--- config.mk ---
export PLATFORM = sky130hd
export DESIGN_NAME = dacfe_top
export DESIGN_NICKNAME = d
export VERILOG_FILES = /design/src/rtl/dacfe_pkg.sv /design/src/rtl/dacfe_sync.sv /design/src/rtl/dacfe_wr_detect.sv /design/src/rtl/dacfe_channel.sv /design/src/rtl/dacfe_top.sv
export SDC_FILE = /design/constraint.sdc
export NUM_CORES = 1
export LEC_CHECK = 0
export BUFFER_PORTS_ARGS = -buffer_cell sky130_fd_sc_hd__buf_4
export CAP_MARGIN = 20
export CORE_MARGIN = 1
export CORE_UTILIZATION = 52
export DETAILED_ROUTE_END_ITERATION = 7
export PLACE_DENSITY = 0.75
export SYNTH_ARGS = -nofsm -noshare
export SYNTH_HDL_FRONTEND = slang
export SYNTH_SLANG_ARGS = --single-unit
--- constraint.sdc ---
create_clock -name clk -period 2 [get_ports clk]
set_clock_uncertainty 0.15 [all_clocks]
set_input_delay 0.3 -clock clk [delete_from_list [all_inputs] [get_ports clk]]
set_output_delay 0.3 -clock clk [all_outputs]
set_load 0.02 [all_outputs]
--- src/rtl/dacfe_pkg.sv ---
package dacfe_pkg;
   // state of the write-strobe detector
   typedef enum logic {
      WR_IDLE  = 1'b0,
      WR_ARMED = 1'b1
   } wr_state_e;

   localparam int unsigned MIN_SYNC_STAGES = 2;
endpackage

--- src/rtl/dacfe_sync.sv ---
module dacfe_sync #(
   parameter int unsigned WIDTH  = 1,
   parameter int unsigned STAGES = 2,
   parameter logic [WIDTH-1:0] RST_VAL = '0
) (
   input  logic             clk,
   input  logic             rst_n,
   input  logic [WIDTH-1:0] d_async,
   output logic [WIDTH-1:0] q_sync
);
   logic [WIDTH-1:0] stage_q [STAGES];

   generate
      for (genvar s = 0; s < STAGES; s++) begin : g_stage
         if (s == 0) begin : g_first
            always_ff @(posedge clk or negedge rst_n) begin
               if (!rst_n) stage_q[s] <= RST_VAL;
               else        stage_q[s] <= d_async;
            end
         end else begin : g_next
            always_ff @(posedge clk or negedge rst_n) begin
               if (!rst_n) stage_q[s] <= RST_VAL;
               else        stage_q[s] <= stage_q[s-1];
            end
         end
      end
   endgenerate

   assign q_sync = stage_q[STAGES-1];
endmodule

--- src/rtl/dacfe_wr_detect.sv ---
module dacfe_wr_detect
   import dacfe_pkg::*;
#(
   parameter int unsigned ADDR_W = 3,
   parameter int unsigned DATA_W = 14
) (
   input  logic              clk,
   input  logic              rst_n,
   input  logic              cs_n_s,
   input  logic              wr_n_s,
   input  logic [ADDR_W-1:0] addr_s,
   input  logic [DATA_W-1:0] data_s,
   output logic              qual,
   output logic              strobe,
   output logic [ADDR_W-1:0] addr_h,
   output logic [DATA_W-1:0] data_h
);
   wr_state_e state_q;

   // both lines low: a write is in progress
   assign qual   = !cs_n_s && !wr_n_s;
   // end of a qualified interval: either line went high
   assign strobe = (state_q == WR_ARMED) && !qual;

   always_ff @(posedge clk or negedge rst_n) begin
      if (!rst_n) begin
         state_q <= WR_IDLE;
         addr_h  <= '0;
         data_h  <= '0;
      end else begin
         state_q <= qual ? WR_ARMED : WR_IDLE;
         if (qual) begin
            addr_h <= addr_s;
            data_h <= data_s;
         end
      end
   end
endmodule

--- src/rtl/dacfe_channel.sv ---
module dacfe_channel #(
   parameter int unsigned DATA_W = 14
) (
   input  logic              clk,
   input  logic              rst_n,
   input  logic              wr_en,
   input  logic [DATA_W-1:0] wr_data,
   input  logic              load,
   output logic [DATA_W-1:0] in_q,
   output logic [DATA_W-1:0] dac_q
);
   logic [DATA_W-1:0] in_next;

   // a write in the load cycle is forwarded to the second rank
   assign in_next = wr_en ? wr_data : in_q;

   always_ff @(posedge clk or negedge rst_n) begin
      if (!rst_n) begin
         in_q  <= '0;
         dac_q <= '0;
      end else begin
         in_q <= in_next;
         if (load) dac_q <= in_next;
      end
   end
endmodule

--- src/rtl/dacfe_top.sv ---
module dacfe_top
   import dacfe_pkg::*;
#(
   parameter int unsigned NUM_CH      = 8,
   parameter int unsigned DATA_W      = 14,
   parameter int unsigned SYNC_STAGES = 2,
   localparam int unsigned ADDR_W     = (NUM_CH > 1) ? $clog2(NUM_CH) : 1,
   localparam int unsigned CODE_W     = NUM_CH * DATA_W
) (
   input  logic              clk,
   input  logic              rst_n,
   input  logic [DATA_W-1:0] bus_data,
   input  logic [ADDR_W-1:0] bus_addr,
   input  logic              bus_cs_n,
   input  logic              bus_wr_n,
   input  logic              load_n,
   input  logic              clear_n,
   output logic [CODE_W-1:0] dac_code,
   output logic [NUM_CH-1:0] clear_active
);
   localparam int unsigned CTRL_W = 3;
   localparam int unsigned PATH_W = ADDR_W + DATA_W;

   generate
      if (NUM_CH < 2) begin : g_bad_ch
         $error("dacfe_top: NUM_CH must be at least 2");
      end
      if (DATA_W < 1) begin : g_bad_data
         $error("dacfe_top: DATA_W must be at least 1");
      end
      if (SYNC_STAGES < MIN_SYNC_STAGES) begin : g_bad_sync
         $error("dacfe_top: SYNC_STAGES below minimum");
      end
   endgenerate

   logic [CTRL_W-1:0] ctrl_s;
   logic [PATH_W-1:0] path_s;
   logic              cs_n_s, wr_n_s, load_n_s;
   logic [ADDR_W-1:0] addr_s, addr_h;
   logic [DATA_W-1:0] data_s, data_h;
   logic              wr_qual, wr_strobe, load_act;
   logic [NUM_CH-1:0] wr_sel;
   logic [CODE_W-1:0] in_code;

   dacfe_sync #(
      .WIDTH  (CTRL_W),
      .STAGES (SYNC_STAGES),
      .RST_VAL({CTRL_W{1'b1}})
   ) u_sync_ctrl (
      .clk    (clk),
      .rst_n  (rst_n),
      .d_async({bus_cs_n, bus_wr_n, load_n}),
      .q_sync (ctrl_s)
   );

   dacfe_sync #(
      .WIDTH  (PATH_W),
      .STAGES (SYNC_STAGES),
      .RST_VAL('0)
   ) u_sync_path (
      .clk    (clk),
      .rst_n  (rst_n),
      .d_async({bus_addr, bus_data}),
      .q_sync (path_s)
   );

   assign {cs_n_s, wr_n_s, load_n_s} = ctrl_s;
   assign {addr_s, data_s}           = path_s;
   assign load_act                   = !load_n_s;

   dacfe_wr_detect #(
      .ADDR_W(ADDR_W),
      .DATA_W(DATA_W)
   ) u_wr_detect (
      .clk   (clk),
      .rst_n (rst_n),
      .cs_n_s(cs_n_s),
      .wr_n_s(wr_n_s),
      .addr_s(addr_s),
      .data_s(data_s),
      .qual  (wr_qual),
      .strobe(wr_strobe),
      .addr_h(addr_h),
      .data_h(data_h)
   );

   generate
      for (genvar ch = 0; ch < NUM_CH; ch++) begin : g_ch
         localparam logic [ADDR_W-1:0] CH_ADDR = ADDR_W'(ch);

         assign wr_sel[ch] = wr_strobe && (addr_h == CH_ADDR);

         dacfe_channel #(
            .DATA_W(DATA_W)
         ) u_channel (
            .clk    (clk),
            .rst_n  (rst_n),
            .wr_en  (wr_sel[ch]),
            .wr_data(data_h),
            .load   (load_act),
            .in_q   (in_code[ch*DATA_W +: DATA_W]),
            .dac_q  (dac_code[ch*DATA_W +: DATA_W])
         );

         // clear acts without a clock and never touches the ranks
         assign clear_active[ch] = !clear_n;
      end
   endgenerate
endmodule

==> flow_metrics.py <==
metrics = {
    "status": {
        "outcome": "finished clean",
    },
    "synthesis": {
        "synth_area_mm2": 0.0116,
        "synth_seq_cells": 282,
        "netlist-cell-type-count": 23,
        "post_synth_and_or_nand_nor_area_fraction_pct": 12.4,
        "ys_seq_area_share_pct": 60.7,
        "yosysWarnings": 0,
        "adder_cell_area_share_of_the_yosys_netlist_pct": 0,
        "synthXorXnorAreaFrac_pct": 0,
        "synth_top_family_by_area": "multiplexers",
        "synth.area.mux_share_pct": 12.8,
        "mappedNetlistNets": 911,
        "post_synth.cell_area_avg_um2": 13.1,
        "synth_compound_gate_area_share_pct": 9.74,
        "syn-instance-count": 888,
    },
    "grt": {
        "globalRoute.totalOverflow": 0,
        "grt_pass1_vias": 7712,
        "use_met3_pct": 5.45,
        "grt_pass1_wl_um": 44600,
        "global_route.usage.total_pct": 26.4,
        "maximum_number_of_pins_on_one_net_before_global_route_repair": 82,
        "gr-max-usage-layer": "met2",
        "use_met2_pct": 40.0,
        "global_route.usage.met1_pct": 37.6,
        "grt_antenna_before_repair": 1,
    },
    "critical_path": {
        "worst_setup_path_startpoint": "u_sync_ctrl.q_sync[1]",
        "rr_startpoint": "u_sync_ctrl.q_sync[1]",
        "critical_path_peak_fanout": 21,
        "reg2reg_slack_ns": 0.06,
        "worst_setup_path_start_kind": "flip-flop",
        "worst_ep_arrival_time_ns": 2.20,
        "timing.setup.critical_path_class": "flip-flop to flip-flop",
        "critical-path-top-delay-family": "flip-flops",
        "path_buf_inv": 0,
        "required_ns": 2.26,
        "timing.critical_path.slowest_stage_cell": "dfstp_2",
        "setup.worst_path.end_class": "flip-flop",
        "timing.critical_path.cells": "o21bai_4 -> or2_2 -> a221o_1",
        "crit_path_max_cell_delay_ns": 0.60,
    },
    "route": {
        "detailedRoute.firstIterationViolations": 592,
        "detailroute.via_count": 8012,
        "routedWlPerCell_um": 21.8,
        "antenna_left": 0,
        "detail_route.vias_per_cell": 5.91,
        "drc": 0,
        "postRouteWirelength_um": 29500,
        "detailedRoute.firstPassIterationCount": 6,
    },
    "layout": {
        "postLayoutCellArea_mm2": 0.0145,
        "layout-drive-gt1-share_pct": 38.2,
        "final_nets": 1076,
        "syn2layout_area_growth_pct": 24.2,
        "antennaDiodeCount": 0,
    },
    "cts": {
        "cts_max_level": 1,
        "clk_transition_reported_paths_ns": 0.06,
        "worstSkewPairLatency_ns": 0.53,
        "cts_buffers": 28,
        "postCtsSetupRepairBufs": 0,
        "ctsLongestPathBuffers": 3,
        "cts_tree": "yes",
        "root_buffer": "clkbuf_16",
        "cts.sink_count": 282,
    },
    "power_and_ir_drop": {
        "p_leak_nw": 6.61,
        "part_of_the_power_in_registers_pct": 44.0,
        "switching_power_mw": 6.02,
        "pwr_density_cell_mw_per_mm2": 1380,
        "switching_share_pct": 30.2,
        "ir_worst_vdd_uv": 795,
        "fin_total_pwr_mw": 19.9,
        "power_frac_comb_pct": 29.7,
        "p_int_mw": 13.9,
        "clock_power_share_pct": 26.3,
    },
    "placed_design": {
        "finalWeightedCongestion": 0.806,
        "pre_cts_slack_ns": -0.0172,
        "cell_area_reported_after_detailed_placement_mm2": 0.0133,
        "numPortBuffers": 142,
        "dpl.hpwl_um": 19100,
    },
    "timing": {
        "finalWorstSetupSlack_ns": 0.0588,
        "finalCriticalPeriod_ns": 1.94,
        "setup_viol": 0,
        "fin_setup_tns_ns": 0,
        "worst_slew_margin_rel_pct": 66.1,
        "tcrit_tclk_final_pct": 97.1,
        "hold_viol": 0,
        "fmax_ghz": 0.515,
        "tightestPinTransition_ns": 0.508,
        "holdWs_ns": 0.114,
        "timing.final.max_slew_violations": 0,
    },
    "floorplanning": {
        "chipHeight_um": 152,
        "io_pins": 143,
        "core_area_mm2": 0.0219,
        "chipWidth_um": 152,
        "initial_util_pct": 53.1,
        "die_footprint_mm2": 0.0230,
        "fp-row-count": 54,
    },
    "flow_run": {
        "timing.max_cap.violations": 0,
    },
    "min_path": {
        "hold_path_class": "input port to async pin",
    },
}
[sequential cells by signal, indices dropped and copies added (netlist names)]
name / cells
u_wr_detect.data_h: 14
g_ch.u_channel.in_q: 112
u_wr_detect.state_q: 1
u_sync_path.stage_q: 17
g_ch.u_channel.dac_q: 112
u_sync_ctrl.q_sync: 3
u_sync_ctrl.stage_q: 3
u_wr_detect.addr_h: 3
u_sync_path.q_sync: 17
[repair_timing]
item | 4_1_cts | 5_1_grt
hold buffers | 21 | 0
gates resized for setup | 0 | 8
hold endpoints to repair | 296 | 0
setup endpoints to repair | 0 | 76
[per-layer routing]
metal	routed length, um	part of all wire, %	up-vias
li1	-	-	3551
met1	12700	43	4073
met2	13500	46	326
met3	2290	7.8	62
met4	974	3.3	0
met5	0	0	-
[cell usage after synthesis (all sizes together)]
master / number / area, um^2
or2: 8 / 50.1
o21bai: 1 / 7.51
nand2: 2 / 7.51
clkbuf: 62 / 233
or3b: 1 / 8.76
inv: 1 / 3.75
nand3: 1 / 5.00
a221o: 112 / 1120
o21ai: 1 / 5.00
nand2b: 14 / 87.6
dfstp: 6 / 158
nor2: 2 / 7.51
nor3: 112 / 561
buf: 47 / 270
nand3b: 2 / 15.0
mux2: 128 / 1490
nor2b: 112 / 701
dfrtp: 276 / 6910
[power by group through the flow]
stage          clock network [mW]  logic [mW]  registers [mW]
2_1_floorplan                   0        2.65            9.46
3_3_place_gp                    0        5.73            8.80
3_5_place_dp                    0        5.91            8.83
5_1_grt                      5.55        6.32            8.99
6_report                     5.23        5.92            8.77
4_1_cts                      5.31        5.95            8.77
[final timing paths]
path | endpoint | cells past startpoint
worst max-delay path | g_ch[5].u_channel.dac_q[2] | 3
worst min register to register | u_sync_path.q_sync[4] | 0
worst min-delay path | u_sync_path.stage_q[30] | 2
worst max register to register | g_ch[5].u_channel.dac_q[2] | 3
min in group clk | u_sync_path.q_sync[4] | 0
max in group asynchronous | g_ch[1].u_channel.in_q[9] | 3
[logic make-up (layout without fill, tap and decap cells)]
family,count (synthesis),in the layout
compound gates,114,114
flops,282,282
buf+inv,110,297
mux,128,128
simple gates,254,254
[metrics by stage]
stage / utilization (%) / std cells
CTS: 65.9 / 1355
global route: 66.0 / 1355
finish: 66.0 / 1355
floorplan: - / 888
global placement: 60.7 / 1282
detailed placement: 60.7 / 1282
[cell type report]
| type | count | area [um^2] |
|---|---|---|
| sequential | 282 | 7070 |
| timing repair buffer | 244 | 2000 |
| inverter | 1 | 3.75 |
| multi-input combinational | 496 | 4100 |
| clock inverter | 5 | 50.0 |
| tap | 280 | 350 |
| clock buffer | 47 | 883 |
| fill | 1622 | 7440 |
[cell usage in the layout, fill, tap and decap left out, types with 2 or more instances in the layout]
master / Yosys / routed
nand2_1: 2 / 2
or2_2: 6 / 2
dlygate4sd3_1: 0 / 21
clkbuf_1: 62 / 9
buf_12: 0 / 8
a221o_1: 112 / 112
dfstp_2: 6 / 5
clkbuf_8: 0 / 9
mux2_2: 116 / 116
mux2_4: 12 / 12
nand3b_1: 2 / 2
clkinv_2: 0 / 4
or2_4: 0 / 4
nor2b_1: 112 / 112
clkbuf_16: 0 / 29
nor3_1: 112 / 112
nand2b_1: 14 / 12
nand2b_2: 0 / 2
or2_1: 2 / 2
buf_4: 7 / 213
dfrtp_1: 276 / 276
No activity file was read; power rests on OpenSTA's default activity.
